**config.mk**
```make
export PLATFORM = sky130hd
export DESIGN_NAME = avcVcrHandler
export DESIGN_NICKNAME = d
export VERILOG_FILES = /design/src/rtl/avcVcrPkg.sv /design/src/rtl/avcFrameCtrl.sv /design/src/rtl/avcVcrDatapath.sv /design/src/rtl/avcVcrHandler.sv
export SDC_FILE = /design/constraint.sdc
export NUM_CORES = 1
export LEC_CHECK = 0
export BUFFER_PORTS_ARGS = -buffer_cell sky130_fd_sc_hd__clkbuf_2
export CELL_PAD_IN_SITES_DETAIL_PLACEMENT = 1
export CELL_PAD_IN_SITES_GLOBAL_PLACEMENT = 1
export CORE_UTILIZATION = 27
export CTS_BUF_LIST = sky130_fd_sc_hd__clkbuf_16
export CTS_CLUSTER_DIAMETER = 30
export DETAILED_ROUTE_END_ITERATION = 8
export PLACE_DENSITY = 0.83
export RECOVER_POWER = 25
export SLEW_MARGIN = 5
export SYNTH_ARGS = -nofsm -noshare
export SYNTH_HDL_FRONTEND = slang
export SYNTH_SLANG_ARGS = --single-unit
```
**constraint.sdc**
```tcl
create_clock -name clk -period 2.3 [get_ports clk]
set_clock_uncertainty 0.1 [all_clocks]
set_input_delay 0 -clock clk [delete_from_list [all_inputs] [get_ports clk]]
set_output_delay 0 -clock clk [all_outputs]
set_load 0.05 [all_outputs]
```
**src/rtl/avcVcrPkg.sv**
```systemverilog
package avcVcrPkg;

  localparam int BYTE_W = 8;

  // transport states, encoding visible on the xportState port
  typedef enum logic [2:0] {
    XPORT_STOP   = 3'd0,
    XPORT_PLAY   = 3'd1,
    XPORT_RECORD = 3'd2,
    XPORT_REWIND = 3'd3,
    XPORT_FFWD   = 3'd4
  } xportE;

  // source of the response operand byte
  typedef enum logic [1:0] {
    OPSEL_ECHO     = 2'd0,
    OPSEL_OUTMODE  = 2'd1,
    OPSEL_INMODE   = 2'd2,
    OPSEL_UNITDESC = 2'd3
  } opSelE;

  // strobes from control to datapath, one set per handled frame
  typedef struct packed {
    logic       respond;
    logic [3:0] rcode;
    opSelE      opSel;
    logic       loadXport;
    xportE      nextXport;
    logic       loadOutMode;
    logic       loadInMode;
  } ctrlStrobeT;

  // command types
  localparam logic [3:0] CT_CONTROL = 4'h0;
  localparam logic [3:0] CT_STATUS  = 4'h1;

  // response codes
  localparam logic [3:0] RC_NOTIMPL = 4'h8;
  localparam logic [3:0] RC_ACCEPT  = 4'h9;
  localparam logic [3:0] RC_REJECT  = 4'hA;
  localparam logic [3:0] RC_STABLE  = 4'hC;

  // opcodes
  localparam logic [7:0] OP_UNITINFO = 8'h30;
  localparam logic [7:0] OP_SUBINFO  = 8'h31;
  localparam logic [7:0] OP_OUTMODE  = 8'h78;
  localparam logic [7:0] OP_INMODE   = 8'h79;
  localparam logic [7:0] OP_RECORD   = 8'hC2;
  localparam logic [7:0] OP_PLAY     = 8'hC3;
  localparam logic [7:0] OP_WIND     = 8'hC4;

  // operands
  localparam logic [7:0] PLAY_X1    = 8'h38;
  localparam logic [7:0] RECORD_X1  = 8'h75;
  localparam logic [7:0] WIND_STOP  = 8'h60;
  localparam logic [7:0] WIND_REW   = 8'h65;
  localparam logic [7:0] WIND_FFWD  = 8'h75;

  // subunit addressing
  localparam logic [4:0] TAPE_TYPE   = 5'd4;
  localparam logic [2:0] TAPE_ID     = 3'd0;
  localparam logic [7:0] UNIT_ADDR   = 8'hFF;
  localparam logic [7:0] MODE_RESET  = 8'h80;

  function automatic logic isLegalMode(input logic [7:0] code);
    case (code)
      8'h10, 8'h14, 8'h18, 8'h80, 8'h90, 8'h94, 8'h98: isLegalMode = 1'b1;
      default:                                          isLegalMode = 1'b0;
    endcase
  endfunction

endpackage

```
**src/rtl/avcFrameCtrl.sv**
```systemverilog
module avcFrameCtrl
  import avcVcrPkg::*;
#(
  parameter int                ADDR_W   = 48,
  parameter logic [ADDR_W-1:0] CMD_ADDR = 48'hFFFF_F000_0B00
) (
  input  logic              clk,
  input  logic              rst_n,
  input  logic              wrValid,
  input  logic [ADDR_W-1:0] wrAddr,
  input  logic [31:0]       wrData,
  output ctrlStrobeT        strb
);

  logic [3:0] setCode;
  logic [3:0] ctype;
  logic [7:0] subAddr;
  logic [7:0] opcode;
  logic [7:0] operand;
  logic       frameHit;
  logic       toTape;
  logic       toUnit;
  logic       isControl;
  logic       isStatus;

  assign setCode  = wrData[31:28];
  assign ctype    = wrData[27:24];
  assign subAddr  = wrData[23:16];
  assign opcode   = wrData[15:8];
  assign operand  = wrData[7:0];

  assign frameHit  = wrValid && (wrAddr == CMD_ADDR) && (setCode == 4'h0);
  assign toTape    = (subAddr == {TAPE_TYPE, TAPE_ID});
  assign toUnit    = (subAddr == UNIT_ADDR);
  assign isControl = (ctype == CT_CONTROL);
  assign isStatus  = (ctype == CT_STATUS);

  always_comb begin
    strb           = '0;
    strb.opSel     = OPSEL_ECHO;
    strb.nextXport = XPORT_STOP;
    strb.rcode     = RC_NOTIMPL;
    if (frameHit) begin
      strb.respond = 1'b1;
      case (opcode)
        OP_PLAY: begin
          if (toTape && isControl) begin
            if (operand == PLAY_X1) begin
              strb.rcode     = RC_ACCEPT;
              strb.loadXport = 1'b1;
              strb.nextXport = XPORT_PLAY;
            end else begin
              strb.rcode = RC_REJECT;
            end
          end
        end
        OP_RECORD: begin
          if (toTape && isControl) begin
            if (operand == RECORD_X1) begin
              strb.rcode     = RC_ACCEPT;
              strb.loadXport = 1'b1;
              strb.nextXport = XPORT_RECORD;
            end else begin
              strb.rcode = RC_REJECT;
            end
          end
        end
        OP_WIND: begin
          if (toTape && isControl) begin
            strb.rcode     = RC_ACCEPT;
            strb.loadXport = 1'b1;
            case (operand)
              WIND_STOP: strb.nextXport = XPORT_STOP;
              WIND_REW:  strb.nextXport = XPORT_REWIND;
              WIND_FFWD: strb.nextXport = XPORT_FFWD;
              default: begin
                strb.rcode     = RC_REJECT;
                strb.loadXport = 1'b0;
              end
            endcase
          end
        end
        OP_OUTMODE, OP_INMODE: begin
          if (toTape && isControl) begin
            if (isLegalMode(operand)) begin
              strb.rcode = RC_ACCEPT;
              if (opcode == OP_OUTMODE) strb.loadOutMode = 1'b1;
              else                      strb.loadInMode  = 1'b1;
            end else begin
              strb.rcode = RC_REJECT;
            end
          end else if (toTape && isStatus) begin
            strb.rcode = RC_STABLE;
            strb.opSel = (opcode == OP_OUTMODE) ? OPSEL_OUTMODE : OPSEL_INMODE;
          end
        end
        OP_UNITINFO, OP_SUBINFO: begin
          if (toUnit && isStatus) begin
            strb.rcode = RC_STABLE;
            strb.opSel = OPSEL_UNITDESC;
          end
        end
        default: ;
      endcase
    end
  end


  one_action_chk: assert property (@(posedge clk) disable iff (!rst_n)
    $onehot0({strb.loadXport, strb.loadOutMode, strb.loadInMode}));


  action_needs_accept_chk: assert property (@(posedge clk) disable iff (!rst_n)
    (strb.loadXport || strb.loadOutMode || strb.loadInMode) |->
      (strb.respond && strb.rcode == RC_ACCEPT));

endmodule

```
**src/rtl/avcVcrDatapath.sv**
```systemverilog
module avcVcrDatapath
  import avcVcrPkg::*;
#(
  parameter int MODE_CNT = 2
) (
  input  logic       clk,
  input  logic       rst_n,
  input  ctrlStrobeT strb,
  input  logic [15:0] echoBytes,
  input  logic [7:0]  operand,
  output logic        rspValid,
  output logic [31:0] rspData,
  output xportE       xport,
  output logic [7:0]  outMode,
  output logic [7:0]  inMode
);

  localparam int MODE_IDX_OUT = 0;
  localparam int MODE_IDX_IN  = 1;

  logic [MODE_CNT-1:0] modeLoad;
  logic [7:0]          modeReg [MODE_CNT];
  logic [7:0]          operandOut;

  assign modeLoad[MODE_IDX_OUT] = strb.loadOutMode;
  assign modeLoad[MODE_IDX_IN]  = strb.loadInMode;

  genvar g;
  generate
    for (g = 0; g < MODE_CNT; g++) begin : gMode
      always_ff @(posedge clk) begin
        if (!rst_n)           modeReg[g] <= MODE_RESET;
        else if (modeLoad[g]) modeReg[g] <= operand;
      end


      legal_mode_chk: assert property (@(posedge clk) disable iff (!rst_n)
        isLegalMode(modeReg[g]));
    end
  endgenerate

  assign outMode = modeReg[MODE_IDX_OUT];
  assign inMode  = modeReg[MODE_IDX_IN];

  always_ff @(posedge clk) begin
    if (!rst_n)              xport <= XPORT_STOP;
    else if (strb.loadXport) xport <= strb.nextXport;
  end

  always_comb begin
    case (strb.opSel)
      OPSEL_OUTMODE:  operandOut = outMode;
      OPSEL_INMODE:   operandOut = inMode;
      OPSEL_UNITDESC: operandOut = {TAPE_TYPE, TAPE_ID};
      default:        operandOut = operand;
    endcase
  end

  always_ff @(posedge clk) begin
    if (!rst_n) begin
      rspValid <= 1'b0;
      rspData  <= '0;
    end else begin
      rspValid <= strb.respond;
      if (strb.respond) rspData <= {4'h0, strb.rcode, echoBytes, operandOut};
    end
  end


  xport_change_accepted_chk: assert property (@(posedge clk) disable iff (!rst_n)
    !$stable(xport) |-> (rspValid && rspData[27:24] == RC_ACCEPT));


  notimpl_no_change_chk: assert property (@(posedge clk) disable iff (!rst_n)
    (rspValid && rspData[27:24] == RC_NOTIMPL) |->
      ($stable(xport) && $stable(outMode) && $stable(inMode)));


  stable_no_change_chk: assert property (@(posedge clk) disable iff (!rst_n)
    (rspValid && rspData[27:24] == RC_STABLE) |->
      ($stable(xport) && $stable(outMode) && $stable(inMode)));


  reject_no_change_chk: assert property (@(posedge clk) disable iff (!rst_n)
    (rspValid && rspData[27:24] == RC_REJECT) |->
      ($stable(xport) && $stable(outMode) && $stable(inMode)));

endmodule

```
**src/rtl/avcVcrHandler.sv**
```systemverilog
module avcVcrHandler
  import avcVcrPkg::*;
#(
  parameter int                ADDR_W   = 48,
  parameter logic [ADDR_W-1:0] CMD_ADDR = 48'hFFFF_F000_0B00,
  parameter logic [ADDR_W-1:0] RSP_ADDR = 48'hFFFF_F000_0D00
) (
  input  logic              clk,
  input  logic              rst_n,
  input  logic              cmdWrValid,
  input  logic [ADDR_W-1:0] cmdWrAddr,
  input  logic [31:0]       cmdWrData,
  output logic              rspWrValid,
  output logic [ADDR_W-1:0] rspWrAddr,
  output logic [31:0]       rspWrData,
  output logic [2:0]        xportState,
  output logic [7:0]        outSignalMode,
  output logic [7:0]        inSignalMode
);

  ctrlStrobeT strb;
  xportE      xport;

  avcFrameCtrl #(
    .ADDR_W   (ADDR_W),
    .CMD_ADDR (CMD_ADDR)
  ) ctrl_i (
    .clk     (clk),
    .rst_n   (rst_n),
    .wrValid (cmdWrValid),
    .wrAddr  (cmdWrAddr),
    .wrData  (cmdWrData),
    .strb    (strb)
  );

  avcVcrDatapath #(
    .MODE_CNT (2)
  ) dp_i (
    .clk       (clk),
    .rst_n     (rst_n),
    .strb      (strb),
    .echoBytes (cmdWrData[23:8]),
    .operand   (cmdWrData[7:0]),
    .rspValid  (rspWrValid),
    .rspData   (rspWrData),
    .xport     (xport),
    .outMode   (outSignalMode),
    .inMode    (inSignalMode)
  );

  assign rspWrAddr  = RSP_ADDR;
  assign xportState = xport;


  ignored_write_silent_chk: assert property (@(posedge clk) disable iff (!rst_n)
    (cmdWrValid && (cmdWrAddr != CMD_ADDR || cmdWrData[31:28] != 4'h0)) |=>
      (!rspWrValid && $stable(xportState) && $stable(outSignalMode)
       && $stable(inSignalMode)));


  response_follows_write_chk: assert property (@(posedge clk) disable iff (!rst_n)
    rspWrValid |-> $past(cmdWrValid));

endmodule

```
Word-level counts from Yosys, hierarchy flattened
Memories as Yosys holds them, arrays and structs flattened. Cells that the tools add are included. W data, S select, Z words.

Register bits after elaboration: 32. RAM bits: 16. Input port bits: 83. Output and inout bits: 100. Logic and storage cells: 84. Memories: 1.

Memory list: dp_i.modeReg (words 2, width 8, read ports 2, clocked after Yosys merged registers in 0, write ports 2, RTL line avcVcrDatapath.sv:22) `logic [7:0] modeReg [MODE_CNT];`.

Equality and inequality tests: 25. Multiplexer cells: 42. Bitwise logic cells: 2. Reductions and logical operators: 11.

Operator list (count): $eq A8 B8 Y1 const B (8); $eq A48 B48 Y1 const B (1); $eq A8 B7 Y1 const B (5); $eq A8 B6 Y1 const B (4); $mux W4 (8); $eq A8 B5 Y1 const B (3); $pmux W8 S3 (1); $mux W2 (10); $pmux W4 S5 (1); $mux W8 (2); $mux W1 (14); $mux W13 (1); $pmux W4 S3 (1); $mux W5 (2); $logic_not A4 Y1 (2); $reduce_or A7 Y1 (1); $pmux W3 S2 (1); $logic_and A1 B1 Y1 (5); $eq A2 B2 Y1 const B (2); $eq A4 B1 Y1 const B (1); $pmux W2 S2 (1); $reduce_or A2 Y1 (2); $reduce_or A3 Y1 (1); $eq A2 B1 Y1 const B (1); $or A1 B1 Y1 (2).

Depth between registers and ports, before layout
Gate-level depths: netlist (run 1).

Word-level depth: 14. Depth in mapped cells: 6. Depth with buffers taken out: 5.

Modules after synthesis
From an unflattened synthesis (run 1), not the netlist that was laid out.

Cell total of the unflattened synthesis: 318. Area total of the unflattened synthesis: 3011.6 um^2.

Modules (own cells, without submodules): avcVcrDatapath (times used 1, cells an instance 172, area each 2023.2 um^2, seq. area each 1121.1 um^2); avcFrameCtrl (times used 1, cells an instance 96, area each 620.6 um^2, seq. area each 0.0 um^2); avcVcrHandler (times used 1, cells an instance 50, area each 367.9 um^2, seq. area each 0.0 um^2).

Worst setup path after synthesis (run 1)
No wires, ideal clock.

Path type: input to register. Start: input port cmdWrData[30]. End: memory dp_i.modeReg[1][0] (enable). Library setup time: 0.343 ns. Data arrival time: 1.938 ns. Data required time: 1.857 ns. Path slack: -0.081 ns. Stages on the path: 5. Path buffers: 0. Path through: nand4bb_1 or4_4 or4_4 or3_4 o21ai_2.

RTL lines: start, declared (RTL line avcVcrHandler.sv:12) `input logic [31:0] cmdWrData,`; end, declared (RTL line avcVcrDatapath.sv:22).

Worst setup path in the final report (run 1)
Start: input port cmdWrData[4]. End: register dp_i.xport[1].

Longest elaborated chain between the ends: 6. Elaborated cells on any way between the ends: 14. Those cells by class: eq/ne: 4; mux: 9; reduce/logical: 1.

Ends and longest elaborated chain: $eq A8 B7 Y1 (on tied branches) (RTL line avcFrameCtrl.sv:72, avcFrameCtrl.sv:59); $reduce_or A3 Y1 (no line); $mux W1 (RTL line avcFrameCtrl.sv:72) `case (operand)`; $mux W4 (RTL line avcFrameCtrl.sv:69) `if (toTape && isControl) begin`; $pmux W4 S3 * (RTL line avcFrameCtrl.sv:45) `case (opcode)`; $mux W13 * (RTL line avcFrameCtrl.sv:43) `if (frameHit) begin`; end signal, assigned (RTL line avcVcrDatapath.sv:47) `else if (strb.loadXport) xport <= strb.nextXport;`; end, declared (RTL line avcVcrDatapath.sv:13) `output xportE xport,`.

Mark *: on every way between the ends. The rest lies on a longest branch, timed or not. A chain may end at the register's enable or synchronous reset.

==> results.md, run 1 <==
- DP HPWL: 7510 µm
- Avg Vias per Cell: 4.68
- CTS Buf Count: 5
- Layout Cells excl Fill: 600
- Routed length per instance: 15.6 µm
- Slew HR: 0.542
- Final period util: 0.946
- Core box area: 0.00995 mm²
- Synth Area in XOR/XNOR: 0.00311
- Met2 Use GR: 0.339
- Most common cell after layout, fill and taps aside: clkbuf_2
- Nets: 549
- Die ar.: 0.0109 mm²
- Area of the mapped netlist: 0.00282 mm²
- Vias in the first global route: 2885
- DR iter-0 viols: 84
- Slew @ Worst Pin: 0.687 ns
- Critical Path Source Type: input port
- Fin crit period: 2.18 ns
- Seq/Total Area, Yosys: 0.398
- Placement row count: 36
- Maxcap violations: 0
- GRT overflow: 0
- Final worst slack: 0.123 ns
- # diodes: 0
- Post-synthesis mux area share: 0.0994
- Post-synth EDFFs: 16
- Gpl congestion: 0.870
- DR DRC count: 0
- Critical-path maximum fanout: 7
- Lkg Pwr: 1.68 nW
- Yosys warning count: 0
- Vias: 2809
- Synth Area in Compound Gates: 0.0901
- Post-Synthesis Cells: 298
- Global-route wire length before repair: 14700 µm
- I/O pin cnt: 183
- Ys flop type: dfxtp_1
- Internal reg-to-reg setup slack: 0.76 ns
- GRT Resource Usage Total: 0.172
- Worst setup EP type: flop
- H-tree Lvls: 2
- Final setup vio count: 0
- Sink Count: 48
- Register bit count reported by yosys: 48
- Initial antenna violation count: 0
- Area added between synthesis and finish: 38.9%
- Clock buffer depth: 2
- Main combinational cell family by area after synthesis: simple AND/OR/NAND/NOR gates
- GR Util met3: 0.0345
- Max Fclk: 459 MHz
- IO buf count: 130
- Max Slew Vio Count: 0
- Fillers: 1206
- Hold Fails Final Rpt: 0
- Grt peak-use layer: met2
- Hold crit path type: input port to flop
- DP Worst Slack: -0.150 ns
- Layout cell share with drive strength beyond 1: 0.325
- Worst Path Required: 2.37 ns
- Crit Path Class: input port to flop
- DRT Pass-1 Iters: 4
- Clk slew on worst S/H paths: 0.07 ns
- Largest net degree at the start of global routing: 23
- Mapped Avg Cell Area: 9.46 µm²
- Initial Utilization: 0.283
- Met1 Resource Use GR: 0.180
- VDD IR-drop max: 0.237 mV
- Yosys cell types: 48
- Status: completed
- Setup bufs post-CTS: 0
- Clk Latency, worst-skew pair: 0.29 ns
- Post-synth ARST share: 0
- P per Cell Area: 540 mW/mm²
- Dpl cells: 572
- Root buffer cell: clkbuf_16
- Worst endpoint data arrival time: 2.25 ns
- CTS tree: built
- Post-Synth Simple-Gate Area: 0.246
- RSZ-0062 raised after global routing: no
- Die Span Y: 104 µm
- Adder-Cell Fraction of Synth Area: 0
- Die X: 104 µm
- Final WL: 9350 µm
- Commonest non-fill, non-tap cells in the layout: 104 x clkbuf_2, 60 x conb_1, 32 x dfxtp_1
- Post-route ant nets: 0
cell usage after synthesis (4+ instances only):
library cell	number	area share
dfxtp_1	32	0.23
edfxtp_1	16	0.17
buf_4	52	0.14
mux2_2	8	0.032
nor4b_1	5	0.016
clkbuf_1	5	0.0067
nand3_1	14	0.025
nor2_1	25	0.033
nor4bb_1	5	0.018
nand4_1	8	0.018
nor4_1	9	0.020
a21oi_1	19	0.034
nand2b_1	4	0.0089
o21ai_0	9	0.016
and2_1	7	0.016
mux2i_1	19	0.067
nand2_1	11	0.015
flip-flops by register name (all words and copies together), names as in the netlist:
| name | cells |
|---|---|
| dp_i.rspData | 28 |
| dp_i.modeReg | 16 |
| dp_i.xport | 3 |
| dp_i.rspValid | 1 |
per-stage QoR:
step | power (W) | hold WS [ns] | util | area (µm²) | TNS (ns)
2_1_floorplan | 0.00130 | 0.0472 | - | 3050 | 0
3_3_place_gp | 0.00137 | 0.173 | 0.359 | 3570 | -1.77
3_5_place_dp | 0.00137 | 0.186 | 0.359 | 3570 | -2.35
4_1_cts | 0.00213 | 0.00823 | 0.394 | 3920 | 0
5_1_grt | 0.00219 | 0.0376 | 0.393 | 3920 | 0
6_report | 0.00211 | 0.0152 | 0.393 | 3920 | 0
layer usage:
layer	vias up	part of all wire
met3	15	0.062
met1	1339	0.38
met2	140	0.54
met5	-	0
li1	1315	-
met4	0	0.019
final timing paths:
kind	from	depth (start not counted)	to
hold / removal	cmdWrData[11]	3	dp_i.rspData[11]
setup reg to reg	dp_i.modeReg[1][5]	4	dp_i.rspData[5]
setup / recovery	cmdWrData[4]	7	dp_i.xport[1]
hold reg to reg	dp_i.rspData[5]	2	dp_i.rspData[5]
worst max-delay path: stages:
cell           delay [ns]
dlygate4sd3_1        0.54
clkbuf_2             0.19
nor4bb_1             0.60
nand3_1              0.25
o32ai_1              0.25
nand3_1              0.25
mux2i_1              0.17
cell type report:
cell class / count / area [µm²] / share of cell area
multi-input combinational: 242 / 1520 / 0.389
clock inverter: 3 / 17.5 / 0.00447
timing repair buffer: 166 / 951 / 0.243
sequential: 48 / 1120 / 0.286
clock buffer: 5 / 125 / 0.0320
inverter: 3 / 11.3 / 0.00288
tap: 133 / 166 / 0.0425
report_power, final:
group	internal [W]	switching, W
sequential	0.000895	0.0000106
clock	0.000401	0.000327
combinational	0.000119	0.000362
cell families after synthesis:
group	after synthesis
and+or+nand+nor	112
buffers and inverters	66
DFF	48
AOI/OAI and AO/OA	42
muxes	27
other	2
xor gates and xnor gates	1
what timing repair did:
item,CTS,global route
setup endpoints to repair,0,19
hold buffers,20,0
gates resized for setup,0,5
endpoints found under the hold margin,20,0
Power figures use the tool's default switching activity.
==> run 2: changes to the inputs <==
==> constraint.sdc (replaced) <==
create_clock -name clk -period 1.81 [get_ports clk]
set_clock_uncertainty 0.1 [all_clocks]
set_input_delay 0 -clock clk [delete_from_list [all_inputs] [get_ports clk]]
set_output_delay 0 -clock clk [all_outputs]
set_load 0.05 [all_outputs]
==> results.md, run 2 (synthesis gave the netlist of run 1 again) <==
- R2R Path End: dp_i.rspData[5]
- R2R cell count: 4 (unchanged)
- Sink Count: 48 (unchanged)
- DP Worst Slack: -0.541 ns (-0.392 ns)
- Hold Crit Depth: 4 (+1)
- Nets: 571 (+4.0%)
- IO buf count: 130 (unchanged)
- GRT Resource Usage Total: 0.177 (+0.00449)
- I/O pin cnt: 183 (unchanged)
- Gpl congestion: 0.855 (-1.8%)
- Vias in the first global route: 3036 (+5.2%)
- Layout cell share with drive strength beyond 1: 0.393 (+0.0672)
- Final instance area: 0.00419 mm² (+7.0%)
- Fin util: 0.421 (+0.0277)
- Worst setup EP type: flop
- Internal reg-to-reg setup slack: 0.25 ns (-0.51 ns)
- Worst hold slack: -0.00337 ns (-0.0186 ns)
- Die X: 104 µm (unchanged)
- RR Startpoint: dp_i.modeReg[0][5]
- Core box area: 0.00995 mm² (unchanged)
- H-tree Lvls: 2 (unchanged)
- CP Cell Sequence: buf_6, nand4_1, or4_4, or4_4, or3_4, o21ai_4
- Final WL: 9580 µm (+2.5%)
- Internal power: 0.00184 W (+30%)
- Root buffer cell: clkbuf_16
- DP HPWL: 7700 µm (+2.6%)
- Final setup vio count: 24 (+24)
- VDD IR-drop max: 0.339 mV (+43%)
- Lkg Pwr: 1.86 nW (+10%)
- Initial Utilization: 0.283 (unchanged)
- Most common cell on crit path: or4_4
- CTS tree: built
- P per Cell Area: 655 mW/mm² (+21%)
- Fin crit period: 2.02 ns
- WHS Endpoint: dp_i.rspData[10]
- Hold crit path type: input port to flop
- GRT overflow: 0 (unchanged)
- Top Registers: dp_i.rspData (28), dp_i.modeReg (16), dp_i.xport (3)
- Hold path startpoint: cmdWrData[10]
- Clk slew on worst S/H paths: 0.07 ns (about the same)
- Commonest non-fill, non-tap cells in the layout: 103 x clkbuf_2, 60 x conb_1, 43 x buf_4
- Seq pwr share: 0.419 (-0.009)
- Die Span Y: 104 µm (unchanged)
- DR iter-0 viols: 49 (-42%)
- Final worst slack: -0.209 ns (-0.333 ns)
- Most common cell after layout, fill and taps aside: clkbuf_2
- Global-route wire length before repair: 15000 µm (+2.3%)
- Status: finished, violations left
- Area added between synthesis and finish: 48.6%
- Clk Latency, worst-skew pair: 0.29 ns (about the same)
- Cell area after placement: 0.00378 mm² (+5.7%)
- Post-route ant nets: 0 (unchanged)
- Crit-path slowest cell: or4_4
- Vias: 2903 (+3.3%)
- Sw frac: 0.330 (-0.000745)
- Largest net degree at the start of global routing: 32 (+39%)
- Max Fclk: 495 MHz
- # diodes: 0 (unchanged)
- Final period util: 1.12
- Largest register by flop count: dp_i.rspData
- Combinational Power Share: 0.239 (+0.012)
- Number of flip-flops in the largest register: 28 (unchanged)
- Max Slew Vio Count: 0 (unchanged)
- Critical Path Source Type: input port
- Worst endpoint data arrival time: 1.89 ns (-0.36 ns)
- Slew HR: 0.567 (+0.0253)
- Avg Vias per Cell: 4.67 (-0.31%)
- Crit Path Class: input port to flop
- Clock buffer depth: 2 (unchanged)
- Initial antenna violation count: 0 (unchanged)
- Slew @ Worst Pin: 0.652 ns (-0.0344 ns)
- Failing checks: negative hold slack, negative setup slack
- CTS Buf Count: 5 (unchanged)
- TNS Setup: -3.39 ns (-3.39 ns)
- DR DRC count: 0 (unchanged)
- RSZ-0062 raised after global routing: yes
- Routed length per instance: 15.4 µm (-1.2%)
- Placement row count: 36 (unchanged)
- Worst path max stage delay: 0.53 ns (-0.07 ns)
- Hold Fails Final Rpt: 1 (+1)
- Die ar.: 0.0109 mm² (unchanged)
- Critical-path maximum fanout: 8 (+1)
- Worst Path Required: 1.68 ns (-0.69 ns)
- P_sw: 0.000906 W (+30%)
- Clk network pwr share: 0.342 (-0.002)
- Maxcap violations: 0 (unchanged)
- DRT Pass-1 Iters: 4 (unchanged)
-- run 2: changes by cell type in the layout (fill, tap and decap cells not counted), sizes merged --
| cell | previous run | this run |
|---|---|---|
| buf | 16 | 53 |
| dlygate4sd3 | 20 | 12 |
| clkbuf | 135 | 128 |
| clkinvlp | 1 | 2 |
| inv | 5 | 4 |
-- run 2: metrics by stage --
step	power, W	std cells
after floorplan	0.00165	356
after global placement	0.00177	599
after detailed placement	0.00178	599
after CTS	0.00275	620
after global routing	0.00285	622
final	0.00275	622
-- run 2: cell type report --
type	count	area [µm²]
multi-input combinational	242	1570
tap	133	166
sequential	48	1120
clock buffer	5	125
timing repair buffer	188	1170
fill	1223	5760
clock inverter	3	21.3
inverter	3	11.3
-- run 2: how the worst max path moves through the flow --
stage,start,to,cells past startpoint
after floorplan,cmdWrAddr[32],dp_i.modeReg[1][0],5
after global placement,cmdWrAddr[22],dp_i.modeReg[1][1],6
after detailed placement,cmdWrData[29],dp_i.modeReg[0][1],6
after CTS,cmdWrData[28],dp_i.modeReg[1][2],6
after global routing,cmdWrAddr[32],dp_i.modeReg[1][7],6
final,cmdWrAddr[32],dp_i.modeReg[1][7],6
-- run 2: timing repair --
action / in CTS / in global routing
resized for setup: 1 / 23
pin swaps: 5 / 4
hold endpoints to repair: 14 / 0
setup endpoints to repair: 24 / 32
setup buffers: 1 / 2
hold buffers: 12 / 0
-- run 2: worst max-delay path, delay by kind of cell --
| family | cells | cell delay, ns |
|---|---|---|
| AO/OA/AOI/OAI | 1 | 0.30 |
| buffers and inverters | 1 | 0.06 |
| AND/OR/NAND/NOR | 4 | 1.52 |
-- run 2: power by group through the flow --
stage | logic [W] | registers (W) | clock network [W]
5_1_grt | 0.000691 | 0.00115 | 0.00101
4_1_cts | 0.000631 | 0.00115 | 0.000966
3_3_place_gp | 0.000594 | 0.00117 | 0
6_report | 0.000656 | 0.00115 | 0.000940
3_5_place_dp | 0.000605 | 0.00118 | 0
2_1_floorplan | 0.000398 | 0.00126 | 0
-- run 2: metal layers --
metal  GRT usage  vias up  part of all wire
li1            -     1354                 -
met1       0.188     1390              0.38
met2       0.339      146              0.54
met3      0.0476       13             0.072
met4      0.0500        0             0.014
met5           0        -                 0
